`src/rtl/flow_pkg.sv`:
```
// Shared types for the UART flow controller.
// Assumes: one control character can be pending at a time.
package flow_pkg;
    typedef enum logic [1:0] {
        CTL_NONE = 2'd0,
        CTL_XON  = 2'd1,
        CTL_XOFF = 2'd2
    } ctl_kind_e;
endpackage

```
`src/rtl/flow_rx_watch.sv`:
```
// Receive-level watcher: hysteresis stop state plus a one-deep control
// character queue. Assumes the high mark is above the low mark.
module flow_rx_watch
    import flow_pkg::*;
#(
    parameter int LVL_W = 8
) (
    input  logic             clk,
    input  logic             rst_n,
    input  logic             inband_en,
    input  logic [LVL_W-1:0] level,
    input  logic [LVL_W-1:0] hi_lvl,
    input  logic [LVL_W-1:0] lo_lvl,
    input  logic             ctl_sent,
    output logic             stopped,
    output ctl_kind_e        pend
);

    logic go_stop;
    logic go_free;

    // Decide threshold crossings against the current state.
    always_comb begin
        go_stop = !stopped && (level >= hi_lvl);
        go_free = stopped && (level <= lo_lvl);
    end

    // Update stop state and the pending control character.
    always_ff @(posedge clk) begin
        if (!rst_n) begin
            stopped <= 1'b0;
            pend    <= CTL_NONE;
        end else begin
            if (ctl_sent) pend <= CTL_NONE;
            if (go_stop) begin
                stopped <= 1'b1;
                pend    <= CTL_XOFF;
            end else if (go_free) begin
                stopped <= 1'b0;
                pend    <= CTL_XON;
            end
            if (!inband_en) pend <= CTL_NONE;
        end
    end

    AST_STOP_AT_HIGH: assert property (@(posedge clk) disable iff (!rst_n)
        (!stopped && level >= hi_lvl) |=> stopped);
    AST_FREE_AT_LOW: assert property (@(posedge clk) disable iff (!rst_n)
        (stopped && level <= lo_lvl) |=> !stopped);
    AST_XOFF_ON_STOP: assert property (@(posedge clk) disable iff (!rst_n)
        ($rose(stopped) && $past(inband_en) && inband_en) |-> pend == CTL_XOFF);

endmodule

```
`src/rtl/flow_char_sort.sv`:
```
// Received-character sorter: consumes XON/XOFF when in-band control is on,
// keeps the in-band pause state and flags the special character.
// Assumes rxc_valid is a single-cycle strobe per character.
module flow_char_sort #(
    parameter int CHAR_W = 8
) (
    input  logic              clk,
    input  logic              rst_n,
    input  logic              inband_en,
    input  logic              spec_en,
    input  logic [CHAR_W-1:0] xon_char,
    input  logic [CHAR_W-1:0] xoff_char,
    input  logic [CHAR_W-1:0] spec_char,
    input  logic              rxc_valid,
    input  logic [CHAR_W-1:0] rxc_data,
    output logic              rxc_push,
    output logic              paused,
    output logic              spec_hit
);

    logic is_xoff;
    logic is_xon;

    // Classify the incoming character; XOFF wins on equal values.
    always_comb begin
        is_xoff  = inband_en && (rxc_data == xoff_char);
        is_xon   = inband_en && !is_xoff && (rxc_data == xon_char);
        rxc_push = rxc_valid && !is_xoff && !is_xon;
    end

    // Track far-end pause requests.
    always_ff @(posedge clk) begin
        if (!rst_n)                   paused <= 1'b0;
        else if (!inband_en)          paused <= 1'b0;
        else if (rxc_valid && is_xoff) paused <= 1'b1;
        else if (rxc_valid && is_xon)  paused <= 1'b0;
    end

    // One-cycle special-character event.
    always_ff @(posedge clk) begin
        if (!rst_n) spec_hit <= 1'b0;
        else        spec_hit <= rxc_valid && spec_en && (rxc_data == spec_char);
    end

    AST_PUSH_NEEDS_VALID: assert property (@(posedge clk) disable iff (!rst_n)
        rxc_push |-> rxc_valid);
    AST_XOFF_PAUSES: assert property (@(posedge clk) disable iff (!rst_n)
        (rxc_valid && inband_en && rxc_data == xoff_char) |=> (paused || !inband_en));
    AST_SPEC_FROM_RX: assert property (@(posedge clk) disable iff (!rst_n)
        spec_hit |-> $past(rxc_valid));

endmodule

```
`src/rtl/flow_tx_gate.sv`:
```
// Transmit gate: combines pause sources and picks the next shifter byte.
// Assumes the shifter samples sh_data when sh_load is high and it is idle.
module flow_tx_gate
    import flow_pkg::*;
#(
    parameter int CHAR_W = 8
) (
    input  logic              clk,
    input  logic              rst_n,
    input  logic              paused,
    input  logic              rtscts_en,
    input  logic              cts_n,
    input  logic              dtrdsr_en,
    input  logic              dsr_n,
    input  ctl_kind_e         pend,
    input  logic [CHAR_W-1:0] xon_char,
    input  logic [CHAR_W-1:0] xoff_char,
    input  logic              txf_valid,
    input  logic [CHAR_W-1:0] txf_data,
    input  logic              sh_busy,
    output logic              hold,
    output logic              sh_load,
    output logic [CHAR_W-1:0] sh_data,
    output logic              txf_pop,
    output logic              ctl_sent
);

    // Select control character first, then FIFO data when not held.
    always_comb begin
        hold     = paused || (rtscts_en && cts_n) || (dtrdsr_en && dsr_n);
        ctl_sent = !sh_busy && (pend != CTL_NONE);
        txf_pop  = !sh_busy && (pend == CTL_NONE) && txf_valid && !hold;
        sh_load  = ctl_sent || txf_pop;
        if (pend == CTL_XOFF)     sh_data = xoff_char;
        else if (pend == CTL_XON) sh_data = xon_char;
        else                      sh_data = txf_data;
    end

    AST_LOAD_WHEN_IDLE: assert property (@(posedge clk) disable iff (!rst_n)
        sh_load |-> !sh_busy);
    AST_HOLD_BLOCKS_POP: assert property (@(posedge clk) disable iff (!rst_n)
        hold |-> !txf_pop);
    AST_POP_NEEDS_DATA: assert property (@(posedge clk) disable iff (!rst_n)
        txf_pop |-> (txf_valid && sh_load));
    AST_CTL_NO_POP: assert property (@(posedge clk) disable iff (!rst_n)
        ctl_sent |-> !txf_pop);

endmodule

```
`src/rtl/uart_flow_ctrl.sv`:
```
// Top of the UART flow controller: in-band and handshake-line control
// in both directions. Handshake lines are active-low at the ports.
module uart_flow_ctrl
    import flow_pkg::*;
#(
    parameter int CHAR_W = 8,
    parameter int LVL_W  = 8
) (
    input  logic              clk,
    input  logic              rst_n,
    input  logic              cfg_inband_en,
    input  logic              cfg_rtscts_en,
    input  logic              cfg_dtrdsr_en,
    input  logic              cfg_spec_en,
    input  logic [CHAR_W-1:0] cfg_xon_char,
    input  logic [CHAR_W-1:0] cfg_xoff_char,
    input  logic [CHAR_W-1:0] cfg_spec_char,
    input  logic [LVL_W-1:0]  cfg_hi_lvl,
    input  logic [LVL_W-1:0]  cfg_lo_lvl,
    input  logic [LVL_W-1:0]  rx_level,
    input  logic              rxc_valid,
    input  logic [CHAR_W-1:0] rxc_data,
    output logic              rxc_push,
    output logic              spec_hit,
    input  logic              cts_n,
    input  logic              dsr_n,
    output logic              rts_n,
    output logic              dtr_n,
    input  logic              txf_valid,
    input  logic [CHAR_W-1:0] txf_data,
    output logic              txf_pop,
    input  logic              sh_busy,
    output logic              sh_load,
    output logic [CHAR_W-1:0] sh_data,
    output logic              st_rx_stopped,
    output logic              st_tx_paused,
    output logic              st_tx_hold
);

    logic      stopped;
    logic      paused;
    logic      hold;
    logic      ctl_sent;
    ctl_kind_e pend;

    flow_rx_watch #(.LVL_W(LVL_W)) i_watch (
        .clk      (clk),
        .rst_n    (rst_n),
        .inband_en(cfg_inband_en),
        .level    (rx_level),
        .hi_lvl   (cfg_hi_lvl),
        .lo_lvl   (cfg_lo_lvl),
        .ctl_sent (ctl_sent),
        .stopped  (stopped),
        .pend     (pend)
    );

    flow_char_sort #(.CHAR_W(CHAR_W)) i_sort (
        .clk      (clk),
        .rst_n    (rst_n),
        .inband_en(cfg_inband_en),
        .spec_en  (cfg_spec_en),
        .xon_char (cfg_xon_char),
        .xoff_char(cfg_xoff_char),
        .spec_char(cfg_spec_char),
        .rxc_valid(rxc_valid),
        .rxc_data (rxc_data),
        .rxc_push (rxc_push),
        .paused   (paused),
        .spec_hit (spec_hit)
    );

    flow_tx_gate #(.CHAR_W(CHAR_W)) i_gate (
        .clk      (clk),
        .rst_n    (rst_n),
        .paused   (paused),
        .rtscts_en(cfg_rtscts_en),
        .cts_n    (cts_n),
        .dtrdsr_en(cfg_dtrdsr_en),
        .dsr_n    (dsr_n),
        .pend     (pend),
        .xon_char (cfg_xon_char),
        .xoff_char(cfg_xoff_char),
        .txf_valid(txf_valid),
        .txf_data (txf_data),
        .sh_busy  (sh_busy),
        .hold     (hold),
        .sh_load  (sh_load),
        .sh_data  (sh_data),
        .txf_pop  (txf_pop),
        .ctl_sent (ctl_sent)
    );

    // Drive handshake outputs and status from internal state.
    always_comb begin
        rts_n         = cfg_rtscts_en && stopped;
        dtr_n         = cfg_dtrdsr_en && stopped;
        st_rx_stopped = stopped;
        st_tx_paused  = paused;
        st_tx_hold    = hold;
    end

    AST_RTS_OFF_WHEN_DISABLED: assert property (@(posedge clk) disable iff (!rst_n)
        !cfg_rtscts_en |-> !rts_n);
    AST_RESET_QUIET: assert property (@(posedge clk)
        $past(!rst_n) |-> (!rts_n && !dtr_n && !st_tx_paused));

endmodule

```
`config.mk`:
```
export PLATFORM = sky130hd
export DESIGN_NAME = uart_flow_ctrl
export DESIGN_NICKNAME = d
export VERILOG_FILES = /design/src/rtl/flow_pkg.sv /design/src/rtl/flow_rx_watch.sv /design/src/rtl/flow_char_sort.sv /design/src/rtl/flow_tx_gate.sv /design/src/rtl/uart_flow_ctrl.sv
export SDC_FILE = /design/constraint.sdc
export NUM_CORES = 1
export LEC_CHECK = 0
export BUFFER_PORTS_ARGS = -buffer_cell sky130_fd_sc_hd__buf_4
export CORE_MARGIN = 2
export CORE_UTILIZATION = 43
export CTS_CLUSTER_SIZE = 20
export DETAILED_ROUTE_END_ITERATION = 7
export GPL_ROUTABILITY_DRIVEN = 1
export GPL_TIMING_DRIVEN = 0
export PLACE_DENSITY = 0.86
export SYNTH_ARGS = -nofsm -noshare
export SYNTH_HDL_FRONTEND = slang
export SYNTH_SLANG_ARGS = --single-unit
```
`constraint.sdc`:
```
create_clock -name clk -period 3.6 [get_ports clk]
set_input_delay 0 -clock clk [delete_from_list [all_inputs] [get_ports clk]]
set_output_delay 0 -clock clk [all_outputs]
set_load 0.02 [all_outputs]
```
==> flow_summary.toml <==
[run_status]
outcome = "complete, no violations"

[synthesis]
synth_async_sr_flop_share_pct = 0
ys_seq_area_share_pct = 8.54
synth_cells = 152
synth.avg_cell_area_um2 = 7.71
synth_top_area_share_pct = 17.1
ys.flop_type = "dfxtp_1"
ys_types = 35
syn-num-nets = 243
synthTopCellsByArea = "ha_1 (17%), xnor2_1 (12%), dfxtp_1 (8.5%)"
yosysWarnings = 0
yosysTopAreaCell = "ha_1"
synth-edff-count = 0
synth-seq-cells = 5
syn-cell-area_um2 = 1170

[hold_path]
min_path_cells = 3
hold_class = "primary input to register"

[sta]
hold-worst-slack_ps = 26.9
period_minus_slack_ps = 1690
slew_violations = 0
fin_skew_ps = 2.83
fin_setup_tns_ps = 0
relSlewSlack_pct = 66.6
setup_viol = 0
worst_slack_ps = 1910
finalHoldViolations = 0
max_freq_ghz = 0.592
rsz0062_at_grt = "no"
min_period_over_period_pct = 46.9
worst_pin_slew_ps = 501

[worst_setup_path]
r2r_cells = 5
critPathLaunchType = "register"
crit_fanout = 10
reg2reg_slack_ps = 2360
cp_data_required_time_ps = 3600
crit_type = "register to output pin"
cp_data_arrival_time_ps = 1690
end_kind = "output pin"

[finish]
fin_util_pct = 76.1
stdcell_area_um2 = 1920
fillers = 201
layout.cells.non_filler = 277
area_growth_pct = 63.7
layout.nets = 339
layout-drive-gt1-share_pct = 40.9
diodes = 0

[clock_network]
clk_latency_ps = 260
post-cts-setup-buffers = 0
clock-sinks = 5
tritoncts = "built"
hold_buffers = 0
clock_path_buffers = 2
clkTransAtPathRegs_ps = 50
htree_levels = 1
cts_resized = 0
cts_buffers = 3
ctsRootBufferMaster = "clkbuf_4"

[global_route]
grt_max_degree = 11
antenna_found_initial = 0
grt_pass1_wl_um = 5890
overflow = 0
track_usage_pct = 23.1
grt_pass1_vias = 1347

[floorplan]
die_width_um = 56.2
initial_core_util_pct = 46.5
row_count = 18
io_pins = 92
dieArea_um2 = 3160
core-area_um2 = 2520
die_y_um = 56.2

[routing]
wl_per_cell_um = 13.0
vias = 1412
drtPass1Iterations = 4
ant_nets = 0
routed_wl_um = 3610
route.detailed.drc = 0
viasPerCell = 5.10
drt_iter0_markers = 40

[pwr]
swShare_pct = 38.3
powerDensity_nw_per_um2 = 191
peakVddDrop_v = 0.000153
switchingPower_uw = 141
pwr-share-clk_pct = 19.8
p_int_uw = 226
pwr-share-seq_pct = 16.8
combPwrFrac_pct = 63.4
p_leak_nw = 0.961
total_power_uw = 367

[place]
dp.cells = 273
place_ws_ps = 2050
portBuffers = 91
gp_congestion = 0.807
hpwl_um = 3140
placed_area_um2 = 1890

[run]
maxCapViolations = 0
[layout make-up]
class	count	area, um^2	area share, %
flip-flops and latches	5	100	5.22
inverters	17	63.8	3.32
clock buffers	4	26.3	1.37
repair buffers	91	683	35.6
well taps	30	37.5	1.96
multi-input cells	126	985	51.3
plain buffers	4	23.8	1.24
[power groups by stage]
stage          logic, mW  clock network [mW]  registers, mW
6_report           0.233              0.0727         0.0616
5_1_grt            0.255              0.0765         0.0620
4_1_cts            0.233              0.0729         0.0616
3_5_place_dp       0.232                   0         0.0626
3_3_place_gp       0.228                   0         0.0627
2_1_floorplan      0.114                   0         0.0636
[registers in the layout, indices dropped and copies added (netlist names)]
name             flops
i_watch.stopped      1
i_sort.paused        1
i_watch.pend         2
i_sort.spec_hit      1
[synth_stat cells, types with 4 or more instances]
master	n
mux2i_1	8
dfxtp_1	5
a21oi_1	16
nand3_1	4
ha_1	16
xor2_1	8
nand2_1	6
nor2_1	4
a211oi_1	8
nand4_1	6
inv_1	17
xnor2_1	16
nor2b_1	9
[placed cells by master, fill, tap and decap left out, drive strengths merged, types with 6 or more instances in the layout]
master	n
mux2i	8
a211oi	8
nand2	6
a21oi	16
nand4	6
xor2	8
nor2b	9
inv	17
ha	16
buf	94
xnor2	16
[kinds of logic after synthesis]
family | synth area share, %
AND/OR/NAND/NOR | 19.4
buffers and inverters | 7.47
XOR/XNOR | 17.9
multiplexers | 6.83
flip-flops | 8.54
adder cells (fa/ha/maj) | 17.1
AO/OA/AOI/OAI | 22.7
[worst max-delay path, cell delays in order, from the launching register on]
cell and delay [ps]:
dfxtp_1 480, buf_4 270, buf_4 220, mux2i_1 200, a21oi_1 80, buf_4 180
[routing by layer]
| metal | part of all wire, % | global-route usage, % | vias to the layer above |
|---|---|---|---|
| met2 | 51 | 41.5 | 58 |
| met4 | 0.89 | 6.80 | 0 |
| met1 | 41 | 28.4 | 611 |
| met5 | 0 | 0 | - |
| met3 | 7.1 | 3.02 | 4 |
| li1 | - | - | 739 |
[path summary, 6_finish.rpt]
path	from	to
max	i_watch.pend[0]	sh_data[5]
min	rxc_valid	i_sort.spec_hit
max reg2reg	i_watch.pend[0]	i_watch.pend[0]
min reg2reg	i_watch.stopped	i_watch.stopped
(Power assumes the default switching activity.)
